**src/rtl/phy_seq_pkg.sv**
```systemverilog
package phy_seq_pkg;

  typedef enum logic [3:0] {
    ST_IDLE, ST_HOLD, ST_IDDQ, ST_TPD, ST_WAIT_PHY, ST_PWR, ST_SSC, ST_CTRL,
    ST_WAIT_CTRL, ST_VBUS, ST_WAIT_VBUS, ST_RD_ISSUE, ST_RD_WAIT,
    ST_WR_ISSUE, ST_WR_WAIT
  } seqState_t;

  // strobes from the control FSM to the datapath
  typedef struct packed {
    logic holdAll;
    logic clrIddq;
    logic clrTpd;
    logic relPhy;
    logic setPwr;
    logic setSsc;
    logic relCtrl;
    logic setVbus;
    logic loadDly;
    logic incRetry;
    logic capRead;
    logic shutdown;
    logic clrStat;
    logic setDone;
    logic setErr;
  } seqStrobe_t;

endpackage

```
**src/rtl/phy_seq_ctrl.sv**
```systemverilog
module phy_seq_ctrl
  import phy_seq_pkg::*;
(
  input  logic       clk,
  input  logic       rstN,
  input  logic       startReq,
  input  logic       stopReq,
  input  logic       dlyZero,
  input  logic       retryLast,
  input  logic       regAck,
  input  logic       regTimeout,
  input  logic       regErr,
  output seqStrobe_t strb,
  output logic       regReq,
  output logic       regWrite,
  output logic       busy
);

  seqState_t state, stateNxt;

  always_ff @(posedge clk or negedge rstN) begin
    if (!rstN) state <= ST_IDLE;
    else       state <= stateNxt;
  end

  always_comb begin
    stateNxt = state;
    strb     = '0;
    regReq   = 1'b0;
    regWrite = 1'b0;
    unique case (state)
      ST_IDLE: begin
        if (startReq) begin
          strb.holdAll = 1'b1;
          strb.clrStat = 1'b1;
          stateNxt     = ST_HOLD;
        end else if (stopReq) begin
          strb.shutdown = 1'b1;
        end
      end
      ST_HOLD: begin
        strb.clrIddq = 1'b1;
        stateNxt     = ST_IDDQ;
      end
      ST_IDDQ: begin
        strb.clrTpd = 1'b1;
        stateNxt    = ST_TPD;
      end
      ST_TPD: begin
        strb.relPhy  = 1'b1;
        strb.loadDly = 1'b1;
        stateNxt     = ST_WAIT_PHY;
      end
      ST_WAIT_PHY: if (dlyZero) stateNxt = ST_PWR;
      ST_PWR: begin
        strb.setPwr = 1'b1;
        stateNxt    = ST_SSC;
      end
      ST_SSC: begin
        strb.setSsc = 1'b1;
        stateNxt    = ST_CTRL;
      end
      ST_CTRL: begin
        strb.relCtrl = 1'b1;
        strb.loadDly = 1'b1;
        stateNxt     = ST_WAIT_CTRL;
      end
      ST_WAIT_CTRL: if (dlyZero) stateNxt = ST_VBUS;
      ST_VBUS: begin
        strb.setVbus = 1'b1;
        strb.loadDly = 1'b1;
        stateNxt     = ST_WAIT_VBUS;
      end
      ST_WAIT_VBUS: if (dlyZero) stateNxt = ST_RD_ISSUE;
      ST_RD_ISSUE: stateNxt = ST_RD_WAIT;
      ST_RD_WAIT: begin
        regReq = 1'b1;
        if (regErr) begin
          strb.setErr = 1'b1;
          stateNxt    = ST_IDLE;
        end else if (regTimeout) begin
          if (retryLast) begin
            strb.setErr = 1'b1;
            stateNxt    = ST_IDLE;
          end else begin
            strb.incRetry = 1'b1;
            stateNxt      = ST_RD_ISSUE;
          end
        end else if (regAck) begin
          strb.capRead = 1'b1;
          stateNxt     = ST_WR_ISSUE;
        end
      end
      ST_WR_ISSUE: stateNxt = ST_WR_WAIT;
      ST_WR_WAIT: begin
        regReq   = 1'b1;
        regWrite = 1'b1;
        if (regErr || regTimeout) begin
          strb.setErr = 1'b1;
          stateNxt    = ST_IDLE;
        end else if (regAck) begin
          strb.setDone = 1'b1;
          stateNxt     = ST_IDLE;
        end
      end
      default: stateNxt = ST_IDLE;
    endcase
  end

  assign busy = (state != ST_IDLE);

endmodule

```
**src/rtl/phy_seq_dpath.sv**
```systemverilog
module phy_seq_dpath
  import phy_seq_pkg::*;
#(
  parameter int CLKS_PER_US  = 50,
  parameter int DELAY_US     = 100,
  parameter int MAX_READS    = 3,
  parameter int DATA_W       = 16,
  parameter int ADDR_W       = 16,
  parameter int BOOST_REG    = 15,
  parameter int BOOST_LVL    = 5,
  parameter int BOOST_SHIFT  = 6,
  parameter int BOOST_EN_BIT = 9
) (
  input  logic              clk,
  input  logic              rstN,
  input  seqStrobe_t        strb,
  input  logic [DATA_W-1:0] regRdata,
  output logic              dlyZero,
  output logic              retryLast,
  output logic [ADDR_W-1:0] regAddr,
  output logic [DATA_W-1:0] regWdata,
  output logic              auxRstN,
  output logic              ctrlRstN,
  output logic              u3PhyRstN,
  output logic              u2PorN,
  output logic              u2Iddq,
  output logic              u3TestPd,
  output logic              anaPwrEn,
  output logic              pcsPwrStable,
  output logic              pmaPwrStable,
  output logic              sscEn,
  output logic              u3VbusForce,
  output logic              u3VbusSel,
  output logic              u2VbusExt,
  output logic              u2VbusExtSel,
  output logic              done,
  output logic              error
);

  localparam int DLY_CYC = CLKS_PER_US * DELAY_US;
  localparam int CNT_W   = $clog2(DLY_CYC + 1);
  localparam int RETRY_W = $clog2(MAX_READS + 1);
  localparam logic [DATA_W-1:0] EN_MASK    = DATA_W'(1) << BOOST_EN_BIT;
  localparam logic [DATA_W-1:0] LVL_FIELD  = DATA_W'(BOOST_LVL) << BOOST_SHIFT;

  logic [CNT_W-1:0]   dlyCnt;
  logic [RETRY_W-1:0] retryCnt;
  logic [DATA_W-1:0]  readReg;

  // reset / power control lines
  always_ff @(posedge clk or negedge rstN) begin
    if (!rstN) begin
      auxRstN      <= 1'b0;
      ctrlRstN     <= 1'b0;
      u3PhyRstN    <= 1'b0;
      u2PorN       <= 1'b0;
      u2Iddq       <= 1'b1;
      u3TestPd     <= 1'b1;
      anaPwrEn     <= 1'b0;
      pcsPwrStable <= 1'b0;
      pmaPwrStable <= 1'b0;
      sscEn        <= 1'b0;
    end else begin
      if (strb.holdAll) begin
        auxRstN      <= 1'b0;
        ctrlRstN     <= 1'b0;
        u3PhyRstN    <= 1'b0;
        u2PorN       <= 1'b0;
        u2Iddq       <= 1'b1;
        u3TestPd     <= 1'b1;
        anaPwrEn     <= 1'b0;
        pcsPwrStable <= 1'b0;
        pmaPwrStable <= 1'b0;
        sscEn        <= 1'b0;
      end
      if (strb.clrIddq) u2Iddq   <= 1'b0;
      if (strb.clrTpd)  u3TestPd <= 1'b0;
      if (strb.relPhy) begin
        u3PhyRstN <= 1'b1;
        u2PorN    <= 1'b1;
      end
      if (strb.setPwr) begin
        anaPwrEn     <= 1'b1;
        pcsPwrStable <= 1'b1;
        pmaPwrStable <= 1'b1;
      end
      if (strb.setSsc) sscEn <= 1'b1;
      if (strb.relCtrl) begin
        auxRstN  <= 1'b1;
        ctrlRstN <= 1'b1;
      end
      if (strb.shutdown) begin
        u3PhyRstN <= 1'b0;
        u2PorN    <= 1'b0;
      end
    end
  end

  // VBUS override group
  always_ff @(posedge clk or negedge rstN) begin
    if (!rstN) begin
      u3VbusForce  <= 1'b0;
      u3VbusSel    <= 1'b0;
      u2VbusExt    <= 1'b0;
      u2VbusExtSel <= 1'b0;
    end else if (strb.holdAll) begin
      u3VbusForce  <= 1'b0;
      u3VbusSel    <= 1'b0;
      u2VbusExt    <= 1'b0;
      u2VbusExtSel <= 1'b0;
    end else if (strb.setVbus) begin
      u3VbusForce  <= 1'b1;
      u3VbusSel    <= 1'b1;
      u2VbusExt    <= 1'b1;
      u2VbusExtSel <= 1'b1;
    end
  end

  // microsecond-window counter
  always_ff @(posedge clk or negedge rstN) begin
    if (!rstN)               dlyCnt <= '0;
    else if (strb.loadDly)   dlyCnt <= CNT_W'(DLY_CYC - 1);
    else if (dlyCnt != '0)   dlyCnt <= dlyCnt - 1'b1;
  end
  assign dlyZero = (dlyCnt == '0);

  // read retry counter and captured read data
  always_ff @(posedge clk or negedge rstN) begin
    if (!rstN) begin
      retryCnt <= '0;
      readReg  <= '0;
    end else begin
      if (strb.holdAll)       retryCnt <= '0;
      else if (strb.incRetry) retryCnt <= retryCnt + 1'b1;
      if (strb.capRead)       readReg  <= regRdata;
    end
  end
  assign retryLast = (retryCnt == RETRY_W'(MAX_READS - 1));

  assign regAddr  = ADDR_W'(BOOST_REG);
  assign regWdata = readReg | EN_MASK | LVL_FIELD;

  // status
  always_ff @(posedge clk or negedge rstN) begin
    if (!rstN) begin
      done  <= 1'b0;
      error <= 1'b0;
    end else if (strb.clrStat) begin
      done  <= 1'b0;
      error <= 1'b0;
    end else begin
      if (strb.setDone) done  <= 1'b1;
      if (strb.setErr)  error <= 1'b1;
    end
  end

endmodule

```
**src/rtl/phy_bringup_seq.sv**
```systemverilog
module phy_bringup_seq
  import phy_seq_pkg::*;
#(
  parameter int CLKS_PER_US  = 50,
  parameter int DELAY_US     = 100,
  parameter int MAX_READS    = 3,
  parameter int DATA_W       = 16,
  parameter int ADDR_W       = 16,
  parameter int BOOST_REG    = 15,
  parameter int BOOST_LVL    = 5,
  parameter int BOOST_SHIFT  = 6,
  parameter int BOOST_EN_BIT = 9
) (
  input  logic              clk,
  input  logic              rstN,
  input  logic              startReq,
  input  logic              stopReq,
  output logic              auxRstN,
  output logic              ctrlRstN,
  output logic              u3PhyRstN,
  output logic              u2PorN,
  output logic              u2Iddq,
  output logic              u3TestPd,
  output logic              anaPwrEn,
  output logic              pcsPwrStable,
  output logic              pmaPwrStable,
  output logic              sscEn,
  output logic              u3VbusForce,
  output logic              u3VbusSel,
  output logic              u2VbusExt,
  output logic              u2VbusExtSel,
  output logic              regReq,
  output logic              regWrite,
  output logic [ADDR_W-1:0] regAddr,
  output logic [DATA_W-1:0] regWdata,
  input  logic [DATA_W-1:0] regRdata,
  input  logic              regAck,
  input  logic              regTimeout,
  input  logic              regErr,
  output logic              busy,
  output logic              done,
  output logic              error
);

  seqStrobe_t strb;
  logic       dlyZero;
  logic       retryLast;

  phy_seq_ctrl u_ctrl (
    .clk        (clk),
    .rstN       (rstN),
    .startReq   (startReq),
    .stopReq    (stopReq),
    .dlyZero    (dlyZero),
    .retryLast  (retryLast),
    .regAck     (regAck),
    .regTimeout (regTimeout),
    .regErr     (regErr),
    .strb       (strb),
    .regReq     (regReq),
    .regWrite   (regWrite),
    .busy       (busy)
  );

  phy_seq_dpath #(
    .CLKS_PER_US (CLKS_PER_US),
    .DELAY_US    (DELAY_US),
    .MAX_READS   (MAX_READS),
    .DATA_W      (DATA_W),
    .ADDR_W      (ADDR_W),
    .BOOST_REG   (BOOST_REG),
    .BOOST_LVL   (BOOST_LVL),
    .BOOST_SHIFT (BOOST_SHIFT),
    .BOOST_EN_BIT(BOOST_EN_BIT)
  ) u_dpath (
    .clk          (clk),
    .rstN         (rstN),
    .strb         (strb),
    .regRdata     (regRdata),
    .dlyZero      (dlyZero),
    .retryLast    (retryLast),
    .regAddr      (regAddr),
    .regWdata     (regWdata),
    .auxRstN      (auxRstN),
    .ctrlRstN     (ctrlRstN),
    .u3PhyRstN    (u3PhyRstN),
    .u2PorN       (u2PorN),
    .u2Iddq       (u2Iddq),
    .u3TestPd     (u3TestPd),
    .anaPwrEn     (anaPwrEn),
    .pcsPwrStable (pcsPwrStable),
    .pmaPwrStable (pmaPwrStable),
    .sscEn        (sscEn),
    .u3VbusForce  (u3VbusForce),
    .u3VbusSel    (u3VbusSel),
    .u2VbusExt    (u2VbusExt),
    .u2VbusExtSel (u2VbusExtSel),
    .done         (done),
    .error        (error)
  );

endmodule

```
**config.mk**
```make
export PLATFORM = sky130hd
export DESIGN_NAME = phy_bringup_seq
export DESIGN_NICKNAME = d
export VERILOG_FILES = /design/src/rtl/phy_seq_pkg.sv /design/src/rtl/phy_seq_ctrl.sv /design/src/rtl/phy_seq_dpath.sv /design/src/rtl/phy_bringup_seq.sv
export SDC_FILE = /design/constraint.sdc
export NUM_CORES = 1
export LEC_CHECK = 0
export BUFFER_PORTS_ARGS = -buffer_cell sky130_fd_sc_hd__buf_2
export CORE_ASPECT_RATIO = 0.6
export CORE_UTILIZATION = 50
export CTS_CLUSTER_SIZE = 16
export DETAILED_ROUTE_END_ITERATION = 10
export PLACE_DENSITY = 0.79
export SYNTH_ARGS = -nofsm -noshare
export SYNTH_HDL_FRONTEND = slang
export SYNTH_SLANG_ARGS = --single-unit
```
**constraint.sdc**
```tcl
create_clock -name clk -period 2.5 [get_ports clk]
set_clock_uncertainty 0.15 [all_clocks]
set_input_delay 0.125 -clock clk [delete_from_list [all_inputs] [get_ports clk]]
set_output_delay 0.125 -clock clk [all_outputs]
set_load 0.02 [all_outputs]
```
==> qor.txt <==
Synth Flop Type -> dfrtp_1
Area grow syn2layout -> 20.50%
First-pass GRT wire length -> 7134 um
Clock buffer depth -> 2
M2 GR Usage -> 0.3115
Syn. warnings -> 0
Vias in the first global route -> 1,500
Register bit total from synthesis -> 41
Post-Synthesis Cells -> 223
Worst Hold Depth -> 3
DP Wirelength -> 3140 um
R2r startpoint -> u_dpath.retryCnt[0]$_DFFE_PN0P_
DRT Pass-1 Iters -> 4
Slew @ Worst Pin -> 0.8935 ns
Total wire length -> 4459 um
Standard-cell rows -> 18
Max_cap viols -> 0
Die Wd -> 88.41 um
Static Leakage -> 1.339 nW
Reg-to-reg critical path endpoint -> u_dpath.retryCnt[1]$_DFFE_PN0P_
Setup Viol. Count Final -> 0
Total power -> 0.003046 W
Fin. max-slew vios -> 0
Total global-route track usage -> 0.2040
Worst Path Max Fanout -> 3
Min-delay worst type -> input pin to flop
Initial antenna violation count -> 0
Final Hold Vio Count -> 0
Clock latency on the worst-skew pair -> 0.29 ns
Nets -> 309
Yosys cell types -> 49
I/O pin count -> 74
Worst path required time -> 2.53 ns
Worst hold endpoint -> u_dpath.u2Iddq$_DFFE_PN1P_
Largest net degree at the start of global routing -> 42
Setup Crit Path Kind -> flop to flop
Hold wc startpoint -> startReq
Met3 usage -> 0.05061
Seq/Total Area, Yosys -> 0.4592
Core footprint -> 4212 um2
Clk slew on worst S/H paths -> 0.08 ns
Initial drt markers -> 68
CTS tree -> done
Htree depth -> 2
# diodes -> 0
Placer congestion estimate -> 0.7793
Post-CTS setup repair buffer count -> 0
Drt via density -> 5.134
Period minus WS final -> 1.994 ns
PwrDens -> 1129 nW/um2
Nature of the critical path endpoint -> flop
Period utilization -> 0.7977
Total gr overflow -> 0
Async S/R FF share, synth -> 1.000
Cell Area, Synth -> 2240 um2
Status -> complete, no violations
Layout cell share with drive strength beyond 1 -> 0.3099
RSZ-0062 raised after global routing -> no
VDD IR max -> 541.6 uV
Post-synth EDFFs -> 0
Data arrival time of the worst path -> 2.03 ns
Fmax -> 0.5014 GHz
Slew headroom -> 0.4043
Reg2Reg Setup Slack -> 0.51 ns
Cell count of the worst reg-to-reg path -> 6
Sink Count -> 41
Clk Tree Root Cell -> clkbuf_8
Routed Antenna Nets -> 0
Die height -> 53.84 um
DRC -> 0
Grt met1 use -> 0.2939
Initial core utilization -> 0.5318
Num CTS Buffers -> 5
Grt peak-use layer -> met2
Vias -> 1,766
Wire length per cell -> 12.96 um
Fin Setup TNS -> 0 ns
Post-Syn Area per Cell -> 10.04 um2
Die Area -> 4760 um2
I/O Buffers -> 51
CP Launch Type -> flop
## synth_stat cells (2+ instances only)
master	count	share of area
nor2_1	25	0.042
nor4_1	2	0.0056
buf_4	26	0.087
a31oi_1	3	0.0084
nor2b_1	4	0.011
clkbuf_1	5	0.0084
mux2_2	13	0.065
nor3b_1	3	0.010
nand3_1	5	0.011
ha_1	3	0.017
inv_1	8	0.013
buf_2	2	0.0045
a21oi_1	15	0.034
nand2_1	11	0.018
conb_1	2	0.0034
xnor2_1	2	0.0078
nand2b_4	2	0.012
a211oi_1	2	0.0067
o31ai_1	4	0.013
o21a_1	4	0.013
nor3_1	3	0.0067
dfrtp_1	39	0.44
or4_1	4	0.013
dfstp_2	2	0.023
o21ai_0	4	0.0089
and2_1	2	0.0056
mux2i_1	4	0.018
nand2b_1	2	0.0056
o211ai_1	2	0.0067
## final cells by class
class | instances | area, um2
timing repair buffer | 70 | 435.4
tap | 60 | 75.07
multi-input combinational | 157 | 1010
fill | 333 | 1513
clock buffer | 6 | 82.58
clock inverter | 2 | 37.54
inverter | 8 | 30.03
sequential | 41 | 1028
## critical path: stages (launching register included)
cell and delay [ns]:
dfrtp_1 0.38, inv_1 0.05, ha_1 0.21, or3b_2 0.49, nor3_1 0.32, mux2i_1 0.23
nor2_1 0.05
## routing by layer
layer  routed length [um]  share of wire
met1                 2265           0.51
met2                 1926           0.43
met3                  240          0.054
met4                   27         0.0061
met5                    0              0
## worst max-delay path by stage
| stage | startpoint | end | slack [ns] |
|---|---|---|---|
| floorplan | u_dpath.retryCnt[0]$_DFFE_PN0P_ | u_dpath.retryCnt[1]$_DFFE_PN0P_ | 0.65 |
| global placement | u_dpath.retryCnt[0]$_DFFE_PN0P_ | u_dpath.retryCnt[1]$_DFFE_PN0P_ | 0.56 |
| detailed placement | u_dpath.retryCnt[0]$_DFFE_PN0P_ | u_dpath.retryCnt[1]$_DFFE_PN0P_ | 0.54 |
| CTS | u_dpath.retryCnt[0]$_DFFE_PN0P_ | u_dpath.retryCnt[1]$_DFFE_PN0P_ | 0.52 |
| global route | u_dpath.retryCnt[0]$_DFFE_PN0P_ | u_dpath.retryCnt[1]$_DFFE_PN0P_ | 0.35 |
| finish | u_dpath.retryCnt[0]$_DFFE_PN0P_ | u_dpath.retryCnt[1]$_DFFE_PN0P_ | 0.51 |
## cells by family (layout without fill, tap and decap cells)
kind of cell | count (synthesis) | count (layout) | synth area share
flops | 41 | 41 | 0.4592
buf+inv | 42 | 86 | 0.1184
fa+ha+maj | 3 | 3 | 0.01676
simple gates | 77 | 77 | 0.2022
other cells | 2 | 19 | 0.003353
compound gates | 39 | 39 | 0.1089
xor+xnor | 2 | 2 | 0.007823
mux | 17 | 17 | 0.08324
## power by group
part,internal [W],switching [W],leakage [nW]
logic,0.000534,0.000825,0.767
registers,0.000924,0.000208,0.514
clock network,0.000325,0.000231,0.0574
## registers in the layout, indices dropped and copies added, names as in the netlist
register             cells
u_dpath.done             1
u_dpath.u3VbusForce      1
u_dpath.u2PorN           1
u_dpath.dlyCnt          13
u_dpath.anaPwrEn         1
u_dpath.u3TestPd         1
u_dpath.sscEn            1
u_dpath.u2Iddq           1
u_dpath.error            1
u_dpath.retryCnt         2
u_ctrl.state             4
u_dpath.auxRstN          1
u_dpath.readReg         13
## through the flow
step                      std cells  hold slack [ns]    util  area, um2  setup WS, ns
after floorplan                 240          -0.3206       -       2303        0.6514
after global placement          321           0.1653  0.5766       2429        0.5581
after detailed placement        321           0.1625  0.5766       2429        0.5431
after CTS                       344          0.01643  0.6408       2699        0.5183
after global routing            344          0.06554  0.6408       2699        0.3494
final                           344          0.02717  0.6408       2699        0.5058
## layout by cell type (no fill, tap or decap), types with 5 or more instances in the layout
cell / instances
nor2_1: 25
dlygate4sd3_1: 15
conb_1: 19
mux2_2: 13
dfrtp_1: 39
inv_1: 8
nand3_1: 5
clkbuf_8: 6
nand2_1: 11
buf_2: 51
a21oi_1: 15
## timing repair
action                                 CTS  global route
hold buffers                            15             0
resized for setup                        0             0
endpoints found under the hold margin   53             0
Power figures use the tool's default switching activity.
